**src/rtl/pbm_pkg.sv**
```systemverilog
package pbm_pkg;
    typedef enum logic [2:0] {
        OP_NONE    = 3'd0,
        OP_ALLOC   = 3'd1,
        OP_RELEASE = 3'd2,
        OP_TX_ENQ  = 3'd3,
        OP_RX_POP  = 3'd4,
        OP_TX_ACK  = 3'd5
    } op_e;

    typedef enum logic [1:0] {
        AL_IDLE,
        AL_GRAB,
        AL_FREE,
        AL_DONE
    } al_state_e;

    typedef enum logic {
        WN_READY,
        WN_WALK
    } wn_state_e;
endpackage

```
**src/rtl/pbm_pkt_fifo.sv**
```systemverilog
module pbm_pkt_fifo #(
    parameter  int DEPTH = 24,
    parameter  int W     = 5,
    localparam int PW    = $clog2(DEPTH),
    localparam int CW    = $clog2(DEPTH + 1)
) (
    input  logic         clk,
    input  logic         rst_n,
    input  logic         push,
    input  logic [W-1:0] din,
    input  logic         pop,
    output logic [W-1:0] head,
    output logic         empty,
    output logic         full
);
    logic [W-1:0]  mem [DEPTH];
    logic [PW-1:0] wp, rp;
    logic [CW-1:0] cnt;
    logic          do_push, do_pop;

    assign empty   = (cnt == '0);
    assign full    = (cnt == CW'(DEPTH));
    assign do_push = push && !full;
    assign do_pop  = pop && !empty;
    assign head    = mem[rp];

    function automatic logic [PW-1:0] bump(input logic [PW-1:0] p);
        return (32'(p) == DEPTH - 1) ? '0 : p + 1'b1;
    endfunction

    always_ff @(posedge clk) begin
        if (!rst_n) begin
            wp  <= '0;
            rp  <= '0;
            cnt <= '0;
            for (int i = 0; i < DEPTH; i++) mem[i] <= '0;
        end else begin
            if (do_push) begin
                mem[wp] <= din;
                wp      <= bump(wp);
            end
            if (do_pop) rp <= bump(rp);
            if (do_push && !do_pop)      cnt <= cnt + 1'b1;
            else if (do_pop && !do_push) cnt <= cnt - 1'b1;
        end
    end

    assert_no_overflow_R6: assert property (@(posedge clk) disable iff (!rst_n)
        (push && full && !pop) |=> (cnt == $past(cnt)));
    assert_push_counts_R7: assert property (@(posedge clk) disable iff (!rst_n)
        (push && !full && !pop) |=> (cnt == $past(cnt) + 1'b1));
endmodule

```
**src/rtl/pbm_page_alloc.sv**
```systemverilog
module pbm_page_alloc
    import pbm_pkg::*;
#(
    parameter  int NPAGE  = 24,
    parameter  int NEED_W = 4,
    localparam int IDX_W  = $clog2(NPAGE),
    localparam int CNT_W  = $clog2(NPAGE + 1)
) (
    input  logic              clk,
    input  logic              rst_n,
    input  logic              start,
    input  logic [NEED_W-1:0] need,
    input  logic              rel,
    input  logic [IDX_W-1:0]  rel_pkt,
    input  logic [IDX_W-1:0]  lk_idx,
    output logic [IDX_W-1:0]  lk_nxt,
    output logic              idle,
    output logic              done,
    output logic [IDX_W-1:0]  done_pkt,
    output logic              done_fail
);
    al_state_e           state, nxt;
    logic [NPAGE-1:0]    used;
    logic [IDX_W-1:0]    owner [NPAGE];
    logic [IDX_W-1:0]    link  [NPAGE];
    logic [IDX_W-1:0]    head, prev, rel_q, low_idx;
    logic [NEED_W-1:0]   remain;
    logic                fail_q, first_q, any_free, fits;
    logic [CNT_W-1:0]    free_cnt;

    // lowest free page and free page count
    always_comb begin
        low_idx  = '0;
        any_free = 1'b0;
        free_cnt = '0;
        for (int i = NPAGE - 1; i >= 0; i--) begin
            if (!used[i]) begin
                low_idx  = IDX_W'(i);
                any_free = 1'b1;
                free_cnt = free_cnt + 1'b1;
            end
        end
    end

    assign fits   = (32'(need) <= 32'(free_cnt));
    assign lk_nxt = (32'(lk_idx) < NPAGE) ? link[lk_idx] : '0;

    // next-state logic
    always_comb begin
        nxt = state;
        unique case (state)
            AL_IDLE: begin
                if (start)    nxt = fits ? AL_GRAB : AL_DONE;
                else if (rel) nxt = AL_FREE;
            end
            AL_GRAB: if (remain == NEED_W'(1)) nxt = AL_DONE;
            AL_FREE: nxt = AL_IDLE;
            AL_DONE: nxt = AL_IDLE;
        endcase
    end

    // state register
    always_ff @(posedge clk) begin
        if (!rst_n) state <= AL_IDLE;
        else        state <= nxt;
    end

    // page tables and outputs
    always_ff @(posedge clk) begin
        if (!rst_n) begin
            used    <= '0;
            head    <= '0;
            prev    <= '0;
            rel_q   <= '0;
            remain  <= '0;
            fail_q  <= 1'b0;
            first_q <= 1'b0;
            for (int i = 0; i < NPAGE; i++) begin
                owner[i] <= '0;
                link[i]  <= '0;
            end
        end else begin
            unique case (state)
                AL_IDLE: begin
                    if (start) begin
                        remain  <= need;
                        fail_q  <= !fits;
                        first_q <= 1'b1;
                    end else if (rel) begin
                        rel_q <= rel_pkt;
                    end
                end
                AL_GRAB: begin
                    used[low_idx]  <= 1'b1;
                    owner[low_idx] <= first_q ? low_idx : head;
                    link[low_idx]  <= low_idx;
                    if (first_q) head <= low_idx;
                    else         link[prev] <= low_idx;
                    prev    <= low_idx;
                    first_q <= 1'b0;
                    remain  <= remain - 1'b1;
                end
                AL_FREE: begin
                    for (int i = 0; i < NPAGE; i++)
                        if (used[i] && owner[i] == rel_q) used[i] <= 1'b0;
                end
                AL_DONE: ;
            endcase
        end
    end

    assign idle      = (state == AL_IDLE);
    assign done      = (state == AL_DONE);
    assign done_fail = fail_q;
    assign done_pkt  = fail_q ? '0 : head;

    assert_grab_has_page_R2: assert property (@(posedge clk) disable iff (!rst_n)
        (state == AL_GRAB) |-> any_free);
    assert_fail_keeps_pool_R3: assert property (@(posedge clk) disable iff (!rst_n)
        (state == AL_DONE && fail_q) |-> $stable(used));
    assert_release_no_loss_R4: assert property (@(posedge clk) disable iff (!rst_n)
        (state == AL_FREE) |=> (free_cnt >= $past(free_cnt)));
endmodule

```
**src/rtl/pbm_window.sv**
```systemverilog
module pbm_window
    import pbm_pkg::*;
#(
    parameter  int NPAGE    = 24,
    parameter  int PG_BYTES = 256,
    parameter  int LEN_W    = 11,
    localparam int IDX_W    = $clog2(NPAGE),
    localparam int OFF_W    = $clog2(PG_BYTES),
    localparam int HOP_W    = LEN_W - OFF_W,
    localparam int ADDR_W   = IDX_W + OFF_W
) (
    input  logic              clk,
    input  logic              rst_n,
    input  logic              set,
    input  logic [IDX_W-1:0]  set_pkt,
    input  logic [LEN_W-1:0]  set_off,
    input  logic              adv,
    output logic [IDX_W-1:0]  lk_idx,
    input  logic [IDX_W-1:0]  lk_nxt,
    output logic              busy,
    output logic [ADDR_W-1:0] addr0,
    output logic [ADDR_W-1:0] addr1
);
    wn_state_e        state, nxt;
    logic [IDX_W-1:0] cur;
    logic [OFF_W-1:0] boff;
    logic [HOP_W-1:0] hops;
    logic [OFF_W:0]   adv_sum;

    assign adv_sum = {1'b0, boff} + (OFF_W + 1)'(2);

    always_comb begin
        nxt = state;
        unique case (state)
            WN_READY: if (set && set_off[LEN_W-1:OFF_W] != '0) nxt = WN_WALK;
            WN_WALK:  if (hops == HOP_W'(1)) nxt = WN_READY;
        endcase
    end

    always_ff @(posedge clk) begin
        if (!rst_n) state <= WN_READY;
        else        state <= nxt;
    end

    always_ff @(posedge clk) begin
        if (!rst_n) begin
            cur  <= '0;
            boff <= '0;
            hops <= '0;
        end else begin
            unique case (state)
                WN_READY: begin
                    if (set) begin
                        cur  <= set_pkt;
                        boff <= set_off[OFF_W-1:0];
                        hops <= set_off[LEN_W-1:OFF_W];
                    end else if (adv) begin
                        boff <= adv_sum[OFF_W-1:0];
                        if (adv_sum[OFF_W]) cur <= lk_nxt;
                    end
                end
                WN_WALK: begin
                    cur  <= lk_nxt;
                    hops <= hops - 1'b1;
                end
            endcase
        end
    end

    assign lk_idx = cur;
    assign busy   = (state == WN_WALK);
    assign addr0  = {cur, boff};
    assign addr1  = (boff == '1) ? {lk_nxt, {OFF_W{1'b0}}} : {cur, boff + 1'b1};

    assert_walk_has_hops_R10: assert property (@(posedge clk) disable iff (!rst_n)
        (state == WN_WALK) |-> (hops != '0));
    assert_adv_steps_two_R11: assert property (@(posedge clk) disable iff (!rst_n)
        (state == WN_READY && adv && !set) |=> (boff == $past(boff) + OFF_W'(2)));
endmodule

```
**src/rtl/pktbuf_mgr.sv**
```systemverilog
module pktbuf_mgr
    import pbm_pkg::*;
#(
    parameter  int NPAGE    = 24,
    parameter  int PG_BYTES = 256,
    parameter  int LEN_W    = 11,
    parameter  int QDEPTH   = 24,
    parameter  int STAT_W   = 16,
    localparam int IDX_W    = $clog2(NPAGE),
    localparam int OFF_W    = $clog2(PG_BYTES),
    localparam int ADDR_W   = IDX_W + OFF_W,
    localparam int NEED_W   = LEN_W - OFF_W + 1
) (
    input  logic              clk,
    input  logic              rst_n,
    input  logic              tx_chain_mode,
    input  logic              cmd_valid,
    input  logic [2:0]        cmd_op,
    input  logic [LEN_W-1:0]  cmd_len,
    input  logic [IDX_W-1:0]  cmd_pkt,
    output logic              cmd_ready,
    output logic              res_valid,
    output logic [IDX_W-1:0]  res_pkt,
    output logic              res_fail,
    input  logic              rx_alloc_req,
    input  logic [LEN_W-1:0]  rx_alloc_len,
    output logic              rx_grant,
    output logic [IDX_W-1:0]  rx_grant_pkt,
    output logic              rx_drop,
    input  logic              rx_done,
    input  logic [IDX_W-1:0]  rx_done_pkt,
    input  logic [STAT_W-1:0] rx_done_stat,
    input  logic              tx_deq,
    output logic [IDX_W-1:0]  tx_head,
    output logic              tx_empty,
    output logic              tx_full,
    input  logic              tx_done,
    input  logic [IDX_W-1:0]  tx_done_pkt,
    input  logic [STAT_W-1:0] tx_done_stat,
    output logic              stat_rx_we,
    output logic [ADDR_W-1:0] stat_rx_addr,
    output logic [STAT_W-1:0] stat_rx_data,
    output logic              stat_tx_we,
    output logic [ADDR_W-1:0] stat_tx_addr,
    output logic [STAT_W-1:0] stat_tx_data,
    input  logic              win_set,
    input  logic [IDX_W-1:0]  win_pkt,
    input  logic [LEN_W-1:0]  win_off,
    input  logic              win_adv,
    output logic              win_busy,
    output logic [ADDR_W-1:0] win_addr0,
    output logic [ADDR_W-1:0] win_addr1,
    output logic [IDX_W-1:0]  rx_head,
    output logic              rx_empty,
    output logic              rx_full,
    output logic              irq_rx,
    output logic              irq_tx
);
    logic              a_idle, a_done, a_fail, a_start, a_rel;
    logic [IDX_W-1:0]  a_pkt, lk_idx, lk_nxt;
    logic [NEED_W-1:0] need;
    logic [LEN_W-1:0]  alloc_len;
    logic              cmd_fire, rx_pick, host_alloc, owner_rx_q;

    assign cmd_ready  = a_idle && !rx_alloc_req;
    assign cmd_fire   = cmd_valid && cmd_ready;
    assign rx_pick    = a_idle && rx_alloc_req;
    assign host_alloc = cmd_fire && (cmd_op == OP_ALLOC);
    assign a_start    = rx_pick || host_alloc;
    assign a_rel      = cmd_fire && (cmd_op == OP_RELEASE);
    assign alloc_len  = rx_pick ? rx_alloc_len : cmd_len;

    // pages needed: ceil(len / page), never below one
    always_comb begin
        need = {1'b0, alloc_len[LEN_W-1:OFF_W]} + NEED_W'(|alloc_len[OFF_W-1:0]);
        if (need == '0) need = NEED_W'(1);
    end

    always_ff @(posedge clk) begin
        if (!rst_n)       owner_rx_q <= 1'b0;
        else if (a_start) owner_rx_q <= rx_pick;
    end

    pbm_page_alloc #(.NPAGE(NPAGE), .NEED_W(NEED_W)) u_alloc (
        .clk(clk), .rst_n(rst_n), .start(a_start), .need(need),
        .rel(a_rel), .rel_pkt(cmd_pkt), .lk_idx(lk_idx), .lk_nxt(lk_nxt),
        .idle(a_idle), .done(a_done), .done_pkt(a_pkt), .done_fail(a_fail)
    );

    assign res_valid    = a_done && !owner_rx_q;
    assign res_pkt      = a_pkt;
    assign res_fail     = a_fail;
    assign rx_grant     = a_done && owner_rx_q && !a_fail;
    assign rx_drop      = a_done && owner_rx_q && a_fail;
    assign rx_grant_pkt = a_pkt;

    pbm_pkt_fifo #(.DEPTH(QDEPTH), .W(IDX_W)) u_rxq (
        .clk(clk), .rst_n(rst_n), .push(rx_done), .din(rx_done_pkt),
        .pop(cmd_fire && (cmd_op == OP_RX_POP)),
        .head(rx_head), .empty(rx_empty), .full(rx_full)
    );

    pbm_pkt_fifo #(.DEPTH(QDEPTH), .W(IDX_W)) u_txq (
        .clk(clk), .rst_n(rst_n), .push(cmd_fire && (cmd_op == OP_TX_ENQ)),
        .din(cmd_pkt), .pop(tx_deq),
        .head(tx_head), .empty(tx_empty), .full(tx_full)
    );

    pbm_window #(.NPAGE(NPAGE), .PG_BYTES(PG_BYTES), .LEN_W(LEN_W)) u_win (
        .clk(clk), .rst_n(rst_n), .set(win_set), .set_pkt(win_pkt),
        .set_off(win_off), .adv(win_adv), .lk_idx(lk_idx), .lk_nxt(lk_nxt),
        .busy(win_busy), .addr0(win_addr0), .addr1(win_addr1)
    );

    assign irq_rx = !rx_empty;

    always_ff @(posedge clk) begin
        if (!rst_n) begin
            irq_tx       <= 1'b0;
            stat_rx_we   <= 1'b0;
            stat_rx_addr <= '0;
            stat_rx_data <= '0;
            stat_tx_we   <= 1'b0;
            stat_tx_addr <= '0;
            stat_tx_data <= '0;
        end else begin
            if (tx_done && (!tx_chain_mode || tx_empty)) irq_tx <= 1'b1;
            else if (cmd_fire && (cmd_op == OP_TX_ACK))   irq_tx <= 1'b0;
            stat_rx_we   <= rx_done;
            stat_rx_addr <= {rx_done_pkt, {OFF_W{1'b0}}};
            stat_rx_data <= rx_done_stat;
            stat_tx_we   <= tx_done;
            stat_tx_addr <= {tx_done_pkt, {OFF_W{1'b0}}};
            stat_tx_data <= tx_done_stat;
        end
    end

    assert_irq_tx_cause_R9: assert property (@(posedge clk) disable iff (!rst_n)
        $rose(irq_tx) |-> $past(tx_done));
    assert_rx_stat_follows_R8: assert property (@(posedge clk) disable iff (!rst_n)
        stat_rx_we |-> $past(rx_done));
    assert_rx_priority_R5: assert property (@(posedge clk) disable iff (!rst_n)
        rx_alloc_req |-> !cmd_ready);
endmodule

```
**config.mk**
```make
export PLATFORM = sky130hd
export DESIGN_NAME = pktbuf_mgr
export DESIGN_NICKNAME = d
export VERILOG_FILES = /design/src/rtl/pbm_pkg.sv /design/src/rtl/pbm_pkt_fifo.sv /design/src/rtl/pbm_page_alloc.sv /design/src/rtl/pbm_window.sv /design/src/rtl/pktbuf_mgr.sv
export SDC_FILE = /design/constraint.sdc
export NUM_CORES = 1
export LEC_CHECK = 0
export BUFFER_PORTS_ARGS = -buffer_cell sky130_fd_sc_hd__buf_2
export CORE_MARGIN = 1.5
export CORE_UTILIZATION = 30
export DETAILED_ROUTE_END_ITERATION = 16
export PLACE_DENSITY_LB_ADDON = 0.12
export SETUP_SLACK_MARGIN = 0.15
export SYNTH_ARGS = -nofsm -noshare
export SYNTH_HDL_FRONTEND = slang
export SYNTH_SLANG_ARGS = --single-unit
```
**constraint.sdc**
```tcl
create_clock -name clk -period 12.5 [get_ports clk]
set_input_delay 2.5 -clock clk [delete_from_list [all_inputs] [get_ports clk]]
set_output_delay 2.5 -clock clk [all_outputs]
set_load 0.03 [all_outputs]
```
## Word-level counts from Yosys, hierarchy flattened

Memory sizes are Yosys's and may differ from the RTL's. A register that Yosys moved wholly into a read port is not among the register bits.
Index checks and enable logic that the tools add are counted.

- Eq/ne operators: 71
- $add $sub $neg: 36
- Multiplexer cells: 146
- Magnitude comparators: 4
- Bitwise gates (word level): 3
- Reductions and logical operators: 110

Operators by type and width:

| kind | number |
|---|---|
| two-way mux 5 bit | 77 |
| adder 5 x 1 -> 5 bit (second input constant) | 28 |
| equality test 5 bit | 24 |
| AND reduction 2 bit | 29 |
| != test 2 x 1 -> 1 bit (second input constant) | 26 |
| two-way mux 1 bit | 50 |
| one-hot mux 24 bit (2 select lines) | 1 |
| logical AND 1 bit | 47 |
| equality test 5 bit (second input constant) | 6 |
| OR reduction 5 bit | 5 |
| bitwise OR 24 bit | 1 |
| two-way mux 8 bit | 2 |
| zero test 1 bit | 13 |
| two-way mux 13 bit | 1 |
| nonzero test 2 bit | 6 |
| two-way mux 11 bit | 1 |
| zero test 5 bit | 2 |
| one-hot mux 5 bit (2 select lines) | 1 |
| subtractor 5 x 1 -> 5 bit (second input constant) | 2 |
| adder 8 x 2 -> 9 bit (second input constant) | 1 |
| adder 8 x 1 -> 8 bit (second input constant) | 1 |
| equality test 8 bit (second input constant) | 1 |
| two-way mux 2 bit | 4 |
| two-way mux 4 bit | 2 |
| 32 further kinds | 39 |

- Memories: 4
- Flip-flop bits (word level): 156
- Output and inout port bits: 118
- Memory bits (writable): 480

Memory list:

| name | depth | width | read ports | clocked after memory_dff | wr ports | line | source |
|---|---|---|---|---|---|---|---|
| u_alloc.link | 24 | 5 | 1 | 1 | 24 | pbm_page_alloc.sv:25 | `logic [IDX_W-1:0] link [NPAGE];` |
| u_alloc.owner | 24 | 5 | 24 | 0 | 24 | pbm_page_alloc.sv:24 | `logic [IDX_W-1:0] owner [NPAGE];` |
| u_rxq.mem | 24 | 5 | 1 | 1 | 24 | pbm_pkt_fifo.sv:16 | `logic [W-1:0] mem [DEPTH];` |
| u_txq.mem | 24 | 5 | 1 | 1 | 24 | pbm_pkt_fifo.sv:16 |  |

## Depth between registers and ports, before layout

- Depth after elaboration: 51
- Gate-level depth with buffers: 78

## Cells and area by module

From an unflattened synthesis, not the netlist that was laid out.

- Cell total of the unflattened synthesis: 2905
- Area total of the unflattened synthesis: 35459.0 um2

Modules (own cells, without submodules):

| module | area an instance (um2) | times used | cells each |
|---|---|---|---|
| pbm_page_alloc | 16398.2 | 1 | 1523 |
| pbm_pkt_fifo | 8082.8 | 2 | 543 |
| pktbuf_mgr | 1645.3 | 1 | 156 |
| pbm_window | 1249.9 | 1 | 140 |

## Least setup slack after synthesis

No wires, ideal clock.

- Kind: reg2reg
- Start: register u_alloc.used[22]
- End: register u_alloc.state[1]
- Buffers on the path: 0
- Data arrival time: 13.520 ns
- Stages on the path, launching flop included: 76
- Library setup time: 0.117 ns
- Data required time: 12.383 ns
- Setup slack: -1.138 ns
- Cells stage by stage: dfxtp_1 > inv_1 > ha_1 > xnor2_1 > ha_1 > nor2_1 > a31o_2 > inv_1 > ha_1 > nand2b_1 > nand2_1 > ha_1 > nand2b_1 > o211ai_1 > ha_1 > mux2_2 > ha_1 > nand2b_1 > [... 40 more ...] > ha_1 > mux2_2 > ha_1 > mux2i_1 > inv_1 > ha_1 > nor2_1 > a21oi_1 > ha_1 > mux2i_1 > ha_1 > nor2b_1 > o21a_1 > o21a_1 > o211ai_1 > and3b_1 > mux2i_1 > nand2_1

- Longest elaborated chain between the ends: 49

Ends and longest elaborated chain:

| element | line | source |
|---|---|---|
| start, declared | pbm_page_alloc.sv:23 | `logic [NPAGE-1:0] used;` |
| start signal, assigned | pbm_page_alloc.sv:71 | `used <= '0;` |
| start signal, assigned by index | pbm_page_alloc.sv:94 | `used[low_idx] <= 1'b1;` |
| two-way mux 5 bit * | pbm_page_alloc.sv:37 | `if (!used[i]) begin` |
| adder 5 x 1 -> 5 bit | pbm_page_alloc.sv:40 | `free_cnt = free_cnt + 1'b1;` |
| two-way mux 5 bit * | pbm_page_alloc.sv:37 |  |
| adder 5 x 1 -> 5 bit | pbm_page_alloc.sv:40 |  |
| two-way mux 5 bit * | pbm_page_alloc.sv:37 |  |
| adder 5 x 1 -> 5 bit | pbm_page_alloc.sv:40 |  |
| two-way mux 5 bit * | pbm_page_alloc.sv:37 |  |
| adder 5 x 1 -> 5 bit | pbm_page_alloc.sv:40 |  |
| [... 32 more ...] | - |  |
| two-way mux 5 bit * | pbm_page_alloc.sv:37 |  |
| adder 5 x 1 -> 5 bit | pbm_page_alloc.sv:40 |  |
| two-way mux 5 bit * | pbm_page_alloc.sv:37 |  |
| adder 5 x 1 -> 5 bit | pbm_page_alloc.sv:40 |  |
| two-way mux 5 bit * | pbm_page_alloc.sv:37 |  |
| less-or-equal comparator 4 x 5 -> 1 bit * | pbm_page_alloc.sv:45 | `assign fits = (32'(need) <= 32'(free_cnt));` |
| two-way mux 2 bit * (2 in series) | pbm_page_alloc.sv:53 | `if (start) nxt = fits ? AL_GRAB : AL_DONE;` |
| one-hot mux 2 bit (3 select lines) * | pbm_page_alloc.sv:51 | `unique case (state)` |
| end signal, assigned | pbm_page_alloc.sv:65 | `else state <= nxt;` |
| end, declared | pbm_page_alloc.sv:22 | `al_state_e state, nxt;` |

Every way passes the cells marked *; elsewhere a longest branch is shown, timed or not.
A chain may end at the register's enable or synchronous reset.

## Worst setup path in the final report

- Start: register u_alloc.used[23]
- End: register u_alloc.state[1]

- Longest elaborated chain between the ends: 51

Ends and longest elaborated chain:

| element | line |
|---|---|
| two-way mux 1 bit * | pbm_page_alloc.sv:37 |
| adder 1 x 1 -> 2 bit | pbm_page_alloc.sv:40 |
| two-way mux 5 bit * | pbm_page_alloc.sv:37 |
| adder 5 x 1 -> 5 bit | pbm_page_alloc.sv:40 |
| two-way mux 5 bit * | pbm_page_alloc.sv:37 |
| adder 5 x 1 -> 5 bit | pbm_page_alloc.sv:40 |
| two-way mux 5 bit * | pbm_page_alloc.sv:37 |
| adder 5 x 1 -> 5 bit | pbm_page_alloc.sv:40 |
| [... 34 more ...] | - |
| two-way mux 5 bit * | pbm_page_alloc.sv:37 |
| adder 5 x 1 -> 5 bit | pbm_page_alloc.sv:40 |
| two-way mux 5 bit * | pbm_page_alloc.sv:37 |
| adder 5 x 1 -> 5 bit | pbm_page_alloc.sv:40 |
| two-way mux 5 bit * | pbm_page_alloc.sv:37 |
| less-or-equal comparator 4 x 5 -> 1 bit * | pbm_page_alloc.sv:45 |
| two-way mux 2 bit * (2 in series) | pbm_page_alloc.sv:53 |
| one-hot mux 2 bit (3 select lines) * | pbm_page_alloc.sv:51 |

Marked as above.

==> run summary <==
Status: finished with violations
Violated checks: negative setup slack
First-pass GRT wire length: 152000 um
Die Wd: 353 um
CTS Buffer Depth: 3
Post-synth ARST share: 0
FP Rows: 128
First-pass detailed-route iteration total: 5
Simple-gate share of the synthesized area: 0.153
Startpoint Class: flip-flop
Remaining antenna violation count: 0
Yosys top cell area share: 0.491
Largest net degree at the start of global routing: 65
Post-Place Worst Slack: -1100 ps
Min-delay worst type: reg2reg
Largest cells by area after synthesis: edfxtp_1 (49%), mux4_2 (9.2%), dfxtp_1 (8.4%)
CP max FO: 3
Largest stage delay on the critical path: 370 ps
Routability cong.: 0.819
Synth warn: 0
Post-Syn Area: 36700 um2
Post-synthesis cell type count: 79
Htree depth: 3
Setup TNS: -1330 ps
Die extent in y: 353 um
Vias post-DR: 23651
DP Wirelength: 67800 um
Period utilization: 1.06
P&R area growth vs syn: 17.8%
Clock Sinks: 755
Final worst slack: -711 ps
# IOs: 216
VDD IR max: 0.0969 mV
Largest family of logic cells by synthesized area: simple AND/OR/NAND/NOR gates
Max cap viols: 0
WS Path Type: reg2reg
Nets: 3314
Clock skew: 46.1 ps
Hold slack: 475 ps
Aggregate routed wire length: 101000 um
Max_slew headroom: 0.154
Seq/Total Area, Yosys: 0.575
Post-Route Utilization: 0.356
PwrDens: 145 nW/um2
Critical Path AT: 13760 ps
CTS root buffer: clkbuf_16
Critical path required time: 13050 ps
Mean Syn Cell Area: 12.4 um2
Yosys reg bits: 755
Hold buffer count at cts: 0
Number of flops mapped to enable cells by yosys: 600
Vias in the first global route: 24443
Most frequent CP cell: buf_4
RSZ-0062 raised after global routing: true
Slowest-stage cell, CP: dfxtp_4
WL per Instance: 20.8 um
Total Power: 6.28 mW
Worst setup EP type: flip-flop
Fmax: 75.7 MHz
Slew Limit Fails: 0
Post-synth top area cell: edfxtp_1
Synth Area in Compound Gates: 0.0492
Most used flip-flop cell after synthesis: edfxtp_1
DRC: 0
Leak: 15.4 nW
Core region area: 122000 um2
Initial antenna violation count: 2
Clk slew on worst S/H paths: 60 ps
Hold Fails Final Rpt: 0
Full die area: 125000 um2
Synthesized-area fraction occupied by xor and xnor cells: 0.0614
Layout cells sized above 1: 0.223
Mapped Cells: 2950
Worst-Margin Slew: 1260 ps
Drt first-iter violations: 1601
Vias per cell: 4.87
Mux contribution to synthesized area: 0.111
Later-pin clock latency in the skew report: 670 ps
Filler Cells Inserted: 11824
Synth Area in Adders: 0.0198
Total global routing overflow: 0
Period minus WS final: 13210 ps
All-Layer GR Usage: 0.160
CTS tree: built
TritonCTS Buffers: 88
IO Port Bufs: 199
Final setup vio count: 2
Initial Utilization: 0.302
## synthesized netlist by cell type (all sizes together), types with 30 or more instances
master  number
edfxtp     600
inv         50
nor2       371
a21oi       92
dfxtp      155
xor2        52
o21ai       97
mux4       150
nand2      179
nand4       45
and3        30
and2       275
nor3        32
clkbuf     170
nand3       63
buf         48
xnor2      164
ha          54
mux2i       45
nor2b       34
## per-layer routing
metal	vias to the layer above	global-route usage	part of all wire
met2	535	0.271	0.49
li1	11057	-	-
met4	0	0.0439	0.022
met1	11917	0.212	0.44
met3	142	0.0260	0.046
met5	-	0	0
## final cells by class
class	count	area, um2	area share
clock inverter	51	541	0.0125
inverter	51	194	0.00448
tap	1625	2030	0.0470
clock buffer	113	2340	0.0540
multi-input combinational	1941	15100	0.348
antenna	1	2.50	0.0000579
sequential	755	21100	0.489
timing repair buffer	323	1950	0.0451
## registers in the layout (all words and copies together), names as in the netlist, 4 cells and up, named ones only
register / cells
u_txq.rp: 5
stat_tx_data: 16
u_alloc.remain: 4
u_rxq.mem: 160
u_alloc.prev: 5
u_win.boff: 8
u_alloc.link: 160
u_txq.mem: 160
stat_rx_data: 16
u_rxq.cnt: 5
u_alloc.owner: 120
u_alloc.head: 5
u_alloc.rel_q: 5
u_txq.wp: 5
u_txq.cnt: 5
u_rxq.wp: 5
u_win.lk_idx: 5
u_alloc.used: 24
u_rxq.rp: 5
stat_tx_addr: 5
stat_rx_addr: 5
## report_power, final
group,internal [mW],switching (mW)
clock,1.53,1.07
sequential,2.81,0.0704
combinational,0.324,0.473
## cells by family (layout without fill, tap and decap cells)
| family | count (synthesis) | in the layout |
|---|---|---|
| other cells | 1 | 17 |
| fa+ha+maj | 57 | 57 |
| mux | 216 | 216 |
| simple gates | 1124 | 1124 |
| compound gates | 300 | 300 |
| buf+inv | 269 | 538 |
| xor+xnor | 228 | 228 |
| flops | 755 | 755 |
## worst max-delay path, delay by kind of cell (launching register included)
family          cells  cell delay, ps
flops               1             370
simple gates       17            1330
compound gates     17            2430
fa+ha+maj          19            4830
xor+xnor            1             130
mux                 7            1600
buf+inv            22            2410
## cells in the final DEF, fill, tap and decap left out, types with 8 or more instances in the layout
cell type and count:
a211oi_1 19, a21o_1 10, a21oi_1 88, a31oi_1 12, and2_1 273, and3_1 30, buf_2 198, buf_4 119
bufinv_16 10, clkbuf_1 22, clkbuf_16 89, clkinv_1 19, clkinv_2 16, conb_1 16, dfxtp_1 147, edfxtp_1 600
ha_1 38, ha_4 16, inv_1 40, inv_2 9, mux2_2 16, mux2i_1 38, mux4_2 150, nand2_1 175
nand2b_1 19, nand3_1 62, nand3b_1 11, nand4_1 45, nor2_1 366, nor2b_1 29, nor3_1 32, nor3b_1 13
o211ai_1 8, o21ai_0 94, o311ai_0 21, o31ai_1 8, or3_1 10, xnor2_1 156, xnor3_1 8, xor2_1 51
## final timing paths
| kind | start | end | slack (ps) | cells after the start |
|---|---|---|---|---|
| setup / recovery | u_alloc.used[23] | u_alloc.state[1] | -710 | 83 |
| hold / removal | u_alloc.remain[3] | u_alloc.remain[3] | 480 | 2 |
| setup reg to reg | u_alloc.used[23] | u_alloc.state[1] | -710 | 83 |
| hold reg to reg | u_alloc.remain[3] | u_alloc.remain[3] | 480 | 2 |
## through the flow
step	std cells	instance area [um2]
final	4860	43300
after global routing	4859	43300
after CTS	4851	43000
after detailed placement	4659	39900
after global placement	4659	39900
after floorplan	2965	37000
## repair_timing
| action | in CTS | in global routing |
|---|---|---|
| pin swaps | 17 | 25 |
| setup endpoints to repair | 2 | 2 |
| gates resized for setup | 6 | 42 |
| setup buffers | 28 | 8 |
No activity file was read; power rests on OpenSTA's default activity.
